**config.mk**
```make
export PLATFORM = sky130hd
export DESIGN_NAME = modexp_engine
export DESIGN_NICKNAME = d
export VERILOG_FILES = /design/src/rtl/modexp_pkg.sv /design/src/rtl/modexp_ctrl.sv /design/src/rtl/modexp_dpath.sv /design/src/rtl/modexp_engine.sv
export SDC_FILE = /design/constraint.sdc
export NUM_CORES = 1
export LEC_CHECK = 0
export BUFFER_PORTS_ARGS = -buffer_cell sky130_fd_sc_hd__buf_2
export CAP_MARGIN = 30
export CORE_ASPECT_RATIO = 0.8
export CORE_MARGIN = 2
export CORE_UTILIZATION = 35
export DETAILED_ROUTE_END_ITERATION = 16
export GPL_ROUTABILITY_DRIVEN = 0
export PLACE_DENSITY = 0.52
export SLEW_MARGIN = 10
export SYNTH_ARGS = -nofsm -noshare
export SYNTH_HDL_FRONTEND = slang
export SYNTH_HIERARCHICAL = 1
export SYNTH_SLANG_ARGS = --single-unit
```
**constraint.sdc**
```tcl
create_clock -name clk -period 13.3 [get_ports clk]
set_input_delay 2.66 -clock clk [delete_from_list [all_inputs] [get_ports clk]]
set_output_delay 2.66 -clock clk [all_outputs]
set_load 0.02 [all_outputs]
```
**src/rtl/modexp_pkg.sv**
```systemverilog
package modexp_pkg;

  typedef enum logic [3:0] {
    S_IDLE    = 4'd0,
    S_SETUP   = 4'd1,
    S_BASE    = 4'd2,
    S_MUL     = 4'd3,
    S_MOD     = 4'd4,
    S_FINISH  = 4'd5,
    S_SETEXP  = 4'd6,
    S_SETMOD  = 4'd7
  } ctrlState_t;

  typedef enum logic [1:0] {
    CMD_NONE = 2'd0,
    CMD_ENC  = 2'd1,
    CMD_MOD  = 2'd2,
    CMD_EXP  = 2'd3
  } cmdCode_t;

  // strobes from control to datapath
  typedef struct packed {
    logic capture;
    logic init;
    logic baseSub;
    logic baseCopy;
    logic mult;
    logic modSub;
    logic publish;
    logic loadE;
    logic loadN;
    logic setErr;
    logic clrFlags;
  } ctrlStrobe_t;

  // status from datapath to control
  typedef struct packed {
    logic cntEqE;
    logic cntIsOne;
    logic baseGeN;
    logic accGeN;
    logic keyBad;
  } dpStatus_t;

endpackage

```
**src/rtl/modexp_ctrl.sv**
```systemverilog
module modexp_ctrl
  import modexp_pkg::*;
(
  input  logic        clk,
  input  logic        rstN,
  input  logic [1:0]  cmdType,
  input  dpStatus_t   status,
  output ctrlStrobe_t strobe,
  output ctrlState_t  state
);

  ctrlState_t stateNext;

  always_ff @(posedge clk) begin
    if (!rstN) state <= S_IDLE;
    else       state <= stateNext;
  end

  always_comb begin
    stateNext = state;
    strobe    = '0;
    unique case (state)
      S_IDLE: begin
        unique case (cmdType)
          CMD_ENC: begin
            if (status.keyBad) begin
              strobe.setErr = 1'b1;
            end else begin
              strobe.capture  = 1'b1;
              strobe.clrFlags = 1'b1;
              stateNext       = S_SETUP;
            end
          end
          CMD_MOD: begin
            strobe.capture  = 1'b1;
            strobe.clrFlags = 1'b1;
            stateNext       = S_SETMOD;
          end
          CMD_EXP: begin
            strobe.capture  = 1'b1;
            strobe.clrFlags = 1'b1;
            stateNext       = S_SETEXP;
          end
          default: stateNext = S_IDLE;
        endcase
      end
      S_SETUP: begin
        strobe.init = 1'b1;
        if (status.cntEqE) stateNext = S_BASE;
      end
      S_BASE: begin
        if (status.baseGeN) begin
          strobe.baseSub = 1'b1;
        end else begin
          strobe.baseCopy = 1'b1;
          stateNext       = S_MUL;
        end
      end
      S_MUL: begin
        if (status.cntIsOne) begin
          stateNext = S_FINISH;
        end else begin
          strobe.mult = 1'b1;
          stateNext   = S_MOD;
        end
      end
      S_MOD: begin
        if (status.accGeN) strobe.modSub = 1'b1;
        else               stateNext     = S_MUL;
      end
      S_FINISH: begin
        strobe.publish = 1'b1;
        stateNext      = S_IDLE;
      end
      S_SETEXP: begin
        strobe.loadE = 1'b1;
        stateNext    = S_IDLE;
      end
      S_SETMOD: begin
        strobe.loadN = 1'b1;
        stateNext    = S_IDLE;
      end
      default: stateNext = S_IDLE;
    endcase
  end

endmodule

```
**src/rtl/modexp_dpath.sv**
```systemverilog
module modexp_dpath
  import modexp_pkg::*;
#(
  parameter int W = 8
) (
  input  logic            clk,
  input  logic            rstN,
  input  logic [W-1:0]    dataIn,
  input  ctrlStrobe_t     strobe,
  output dpStatus_t       status,
  output logic [W-1:0]    result,
  output logic            done,
  output logic            error,
  output logic [W-1:0]    modulusVal,
  output logic [W-1:0]    exponentVal,
  output logic [2*W-1:0]  accVal
);

  localparam int AccW = 2 * W;

  logic [W-1:0]    opnd;
  logic [W-1:0]    nReg;
  logic [W-1:0]    eReg;
  logic [W-1:0]    xReg;
  logic [W-1:0]    cnt;
  logic [AccW-1:0] acc;

  // command operand and key registers
  always_ff @(posedge clk) begin
    if (!rstN) begin
      opnd <= '0;
      nReg <= '0;
      eReg <= '0;
    end else begin
      if (strobe.capture) opnd <= dataIn;
      if (strobe.loadN)   nReg <= opnd;
      if (strobe.loadE)   eReg <= opnd;
    end
  end

  // base, running value and countdown
  always_ff @(posedge clk) begin
    if (!rstN) begin
      xReg <= '0;
      acc  <= '0;
      cnt  <= '0;
    end else begin
      if (strobe.init) begin
        xReg <= opnd;
        acc  <= AccW'(opnd);
        cnt  <= eReg;
      end
      if (strobe.baseSub)  xReg <= xReg - nReg;
      if (strobe.baseCopy) acc  <= AccW'(xReg);
      if (strobe.mult) begin
        acc <= AccW'(acc[W-1:0]) * AccW'(xReg);
        cnt <= cnt - W'(1);
      end
      if (strobe.modSub) acc <= acc - AccW'(nReg);
    end
  end

  // published result and flags
  always_ff @(posedge clk) begin
    if (!rstN) begin
      result <= '0;
      done   <= 1'b0;
      error  <= 1'b0;
    end else begin
      if (strobe.clrFlags) begin
        done  <= 1'b0;
        error <= 1'b0;
      end
      if (strobe.setErr) begin
        error <= 1'b1;
        done  <= 1'b0;
      end
      if (strobe.publish) begin
        result <= acc[W-1:0];
        done   <= 1'b1;
      end
    end
  end

  always_comb begin
    status.cntEqE   = (cnt == eReg);
    status.cntIsOne = (cnt == W'(1));
    status.baseGeN  = (xReg >= nReg);
    status.accGeN   = (acc >= AccW'(nReg));
    status.keyBad   = (nReg == '0) || (eReg == '0);
  end

  assign modulusVal  = nReg;
  assign exponentVal = eReg;
  assign accVal      = acc;

endmodule

```
**src/rtl/modexp_engine.sv**
```systemverilog
module modexp_engine
  import modexp_pkg::*;
#(
  parameter int W = 8
) (
  input  logic         clk,
  input  logic         rstN,
  input  logic [1:0]   cmdType,
  input  logic [W-1:0] dataIn,
  output logic [W-1:0] result,
  output logic         done,
  output logic         error
);

  ctrlStrobe_t    strobe;
  dpStatus_t      status;
  ctrlState_t     state;
  logic [W-1:0]   modulusVal;
  logic [W-1:0]   exponentVal;
  logic [2*W-1:0] accVal;

  modexp_ctrl u_ctrl (
    .clk     (clk),
    .rstN    (rstN),
    .cmdType (cmdType),
    .status  (status),
    .strobe  (strobe),
    .state   (state)
  );

  modexp_dpath #(.W(W)) u_dpath (
    .clk         (clk),
    .rstN        (rstN),
    .dataIn      (dataIn),
    .strobe      (strobe),
    .status      (status),
    .result      (result),
    .done        (done),
    .error       (error),
    .modulusVal  (modulusVal),
    .exponentVal (exponentVal),
    .accVal      (accVal)
  );

endmodule

```
[Word-level counts from Yosys, hierarchy flattened]
Cells that the tools add are included.
W data, S select, Z words.
Operators by class
  add/subtract/negate cells: 3
  multiply operators: 1
  $lt $le $gt $ge: 2
  equal/unequal tests: 16
  mux-type cells: 36
  reduce and logical (&&, ||, !) cells: 11
Operator list (number)
  $mux W16: 4
  $mux W8: 4
  $pmux W4 S5: 1
  $mux W1: 19
  $eq A4 B3 Y1 const B: 4
  $ge A16 B8 Y1: 1
  $logic_not A8 Y1: 2
  $mul A8 B8 Y16: 1
  $mux W4: 4
  $sub A16 B8 Y16: 1
  $pmux W4 S3: 1
  $eq A4 B2 Y1 const B: 2
  $eq A8 B1 Y1 const B: 1
  $eq A8 B8 Y1: 1
  $ge A8 B8 Y1: 1
  $sub A8 B1 Y8 const B: 1
  $sub A8 B8 Y8: 1
  $ne A2 B2 Y1 const B: 3
  $reduce_bool A2 Y1: 3
  $eq A2 B2 Y1 const B: 2
  $eq A4 B1 Y1 const B: 1
  $logic_not A4 Y1: 1
  $mux W2: 2
  $reduce_and A4 Y1: 1
  7 further kinds: 7
Storage, ports and cells
  bits in registers: 70
  output and inout bits: 10
  logic and storage cells: 79

[Depth between registers and ports, before layout]
  word-level depth: 8
  gate-level depth with buffers: 18

[Modules after synthesis]
The synthesis kept the hierarchy.
Modules (own cells, without submodules)
  modexp_dpath: times used 1, cells an instance 722, area an instance 5988.2 µm², seq. area each 1321.3 µm²
  modexp_ctrl: times used 1, cells an instance 53, area an instance 397.9 µm², seq. area each 60.1 µm²

[Worst setup path before layout]
OpenSTA, ideal clock, no wires.
  kind: flip-flop to flip-flop
  start point: register u_dpath.xReg[5]
  end point: register u_dpath.acc[13], in the netlist u_dpath/accVal[13]
  data arrival time: 4380 ps
  data required time: 13226 ps
  setup slack: 8845 ps
  cell stages (with the launch flop): 17
  buffers on the path: 1
  clock period less this slack: 4455 ps
  path through: dfxtp_1 > clkbuf_1 > nand2_1 > fa_1 > fa_1 > inv_1 > fa_1 > inv_1 > fa_1 > inv_1 > ha_1 > a21o_1 > a21oi_1 > a21oi_1 > o31a_1 > or3_1 > a31oi_1
Between the ends
  cells in the longest elaborated chain, start to end: 6
RTL lines
  start, declared: line modexp_dpath.sv:24  | logic [W-1:0] xReg;
  start signal, assigned: line modexp_dpath.sv:49  | xReg <= opnd;
  start signal, assigned: line modexp_dpath.sv:53  | if (strobe.baseSub) xReg <= xReg - nReg;
  branches (longest 6 deep; another with $mul A8 B8 Y16)
  end signal, assigned: line modexp_dpath.sv:54  | if (strobe.baseCopy) acc <= AccW'(xReg);
  end signal, assigned: line modexp_dpath.sv:56  | acc <= AccW'(acc[W-1:0]) * AccW'(xReg);
  end signal, assigned: line modexp_dpath.sv:59  | if (strobe.modSub) acc <= acc - AccW'(nReg);
  end, declared: line modexp_dpath.sv:26  | logic [AccW-1:0] acc;
Parallel ways; which one is timed is not known.
A chain may end at the register's enable or synchronous reset.

[Worst setup path in the final report]
  start point: register u_dpath.acc[2], in the netlist u_dpath/accVal[2]
  end point: register u_dpath.acc[13], in the netlist u_dpath/accVal[13]
Between the ends
  cells in the longest elaborated chain, start to end: 4
RTL lines
  start signal, assigned: line modexp_dpath.sv:50  | acc <= AccW'(opnd);
  start signal, assigned: line modexp_dpath.sv:54
  start signal, assigned: line modexp_dpath.sv:56
  branches (longest 4 deep; another with $mul A8 B8 Y16)
Parallel ways; which one is timed is not known.

==> impl_metrics.tcl <==
set metrics [dict create \
    crit_end "u_dpath/accVal[13]" \
    fin_nets 881 \
    critPathCaptureType "register" \
    path_common_cell "fa_1" \
    syn_inst 773 \
    critPathKind "reg2reg" \
    die-area_um2 19300 \
    synth.net_count 881 \
    fmax_mhz 212 \
    rrSetupSlack_ns 8.58 \
    worstPathRequired_ns 13.58 \
    cts_resized 0 \
    cts.path.max_buffers 2 \
    diodes 0 \
    post-route-min-period_ns 4.72 \
    tightestPinTransition_ns 0.716 \
    grt.overflow.total 0 \
    crit_path_top_delay_cell "fa_1" \
    die_y_um 125 \
    worstSetupStartpointType "register" \
    drtPass1Iterations 5 \
    port_buffers 21 \
    start_util 0.354 \
    max_stage_delay_ns 0.55 \
    cts-htree-levels 3 \
    die_w_um 155 \
    critPathArrivalTime_ns 5.00 \
    cp_num_cells 15 \
    fin_skew_ns 0.00982 \
    setup_violations 0 \
    ioPinCount 22 \
    wire_per_inst_um 17.0 \
    startpoint "u_dpath/accVal[2]" \
    powerDensity_nw_per_um2 162 \
    cts_sinks 69 \
    cp.buffers_inverters 3 \
    reg2reg_depth 15 \
    maxCapViolCount 0 \
    drc 0 \
    rsz0062_at_grt "no" \
    grt_pass1_wl_um 28500 \
    hold_violations 0 \
    drt_wl_total_um 17100 \
    p_leak_nw 3.08 \
    status "finished, final reports clean" \
    cp_top_family "adder cells" \
    multiInputGateArea_um2 4580 \
    grt_max_degree 61 \
    regArea_um2 1380 \
    grt_use_total 0.187 \
    netlist_area_um2 6370 \
    relSlewSlack 0.523 \
    drive_gt1_frac 0.0848 \
    timing.rr.start "u_dpath/accVal[2]" \
    ant_nets 0 \
    postCtsSetupBuffers 0 \
    cts_hold_buf 0 \
    clockRootBuffer "clkbuf_16" \
    setup_tns_ns 0 \
    cp_max_fo 11 \
    dp_hpwl_um 13000 \
    syn_to_final_growth_pct 10.4 \
    vias 5354 \
    ys_warn_count 6 \
    timing.hold.ws_ns 0.492 \
    nFillCells 1852 \
    fp-row-count 44 \
    cts_buffers 9 \
    synth.avg_cell_area_um2 8.25 \
    core_area_um2 18000 \
    clk_pin_slew_worst_paths_ns 0.07 \
    vias_per_cell 5.31 \
    finalCritPeriodShare 0.355 \
    hold_class "reg2reg" \
    first_global_vias 5240 \
    r2r-end "u_dpath/accVal[13]" \
    cts_tree "yes" \
    dr.first_iter.drc_count 328 \
    vdd_ir_drop_max_v 0.0000918 \
    slew_violations 0 \
    antenna_found_initial 0 \
    clock_latency_ns 0.35 \
    cp_cell_sequence "nand2_1, fa_1, fa_1, inv_1, fa_1, inv_1, fa_1, inv_1, ha_1, a21o_1, a21oi_1, a21oi_1, o31a_1, or3_1, a31oi_1" \
]
==> layout make-up <==
cell class | count | area share
Clock buffer | 9 | 0.0320
Clock inverter | 7 | 0.0139
Inverter | 76 | 0.0405
Multi-Input combinational cell | 587 | 0.651
Sequential cell | 69 | 0.196
Tap cell | 230 | 0.0409
Timing Repair Buffer | 30 | 0.0251
==> layer usage <==
layer / track usage / up-vias / share of wire
li1: - / 2670 / -
met4: 0.0392 / 0 / 0.0097
met2: 0.264 / 87 / 0.40
met1: 0.293 / 2585 / 0.55
met3: 0.0334 / 12 / 0.040
met5: 0 / - / 0
==> placed cells by master (no fill, tap or decap), types with 21 or more instances in the layout <==
master / instances
a21oi_1: 43
nor2_1: 77
ha_1: 58
inv_1: 75
buf_2: 21
o21ai_0: 24
dfxtp_1: 69
nand2_1: 60
fa_1: 38
mux2i_1: 39
and2_1: 47
==> worst min-delay path by stage <==
| stage | start | end | slack [ns] | cells after the start |
|---|---|---|---|---|
| finish | u_dpath/error | u_dpath/error | 0.49 | 2 |
| global route | u_dpath/result[5] | u_dpath/result[5] | 0.52 | 2 |
| CTS | u_dpath/error | u_dpath/error | 0.49 | 2 |
| detailed placement | u_dpath/error | u_dpath/error | 0.47 | 2 |
| global placement | u_dpath/error | u_dpath/error | 0.48 | 2 |
| floorplan | u_dpath/accVal[9] | u_dpath/accVal[9] | 0.47 | 2 |
==> tightest hold or removal path: cells and delay by family, from the launching register on <==
kind	cells	cell delay (ns)
compound gates	1	0.07
flops	1	0.32
simple gates	1	0.07
==> sequential cells by signal, indices dropped and copies added, names as in the netlist <==
signal	flops
u_dpath/error	1
u_ctrl/state	3
u_dpath/done	1
u_dpath/xReg	8
u_dpath/accVal	16
u_dpath/opnd	8
u_dpath/cnt	8
u_dpath/exponentVal	8
u_dpath/modulusVal	8
u_dpath/result	8
==> per-stage QoR <==
step / instance area (um^2) / worst slack (ns) / total power (W) / utilization / cells
after floorplan: 6370 / 8.85 / 0.000704 / - / 773
after global placement: 6690 / 8.45 / 0.000864 / 0.372 / 990
after detailed placement: 6700 / 8.57 / 0.000859 / 0.372 / 991
after CTS: 7020 / 8.56 / 0.00113 / 0.390 / 1007
after global routing: 7040 / 8.29 / 0.00123 / 0.391 / 1008
final: 7040 / 8.58 / 0.00114 / 0.391 / 1008
==> power by group <==
| part | switching [W] | total (W) | leakage [nW] | internal [W] |
|---|---|---|---|---|
| registers | 0.0000802 | 0.000321 | 0.560 | 0.000241 |
| clock network | 0.000103 | 0.000268 | 0.152 | 0.000165 |
| logic | 0.000320 | 0.000550 | 2.37 | 0.000230 |
Note: power is estimated with default switching activity, not from simulation.
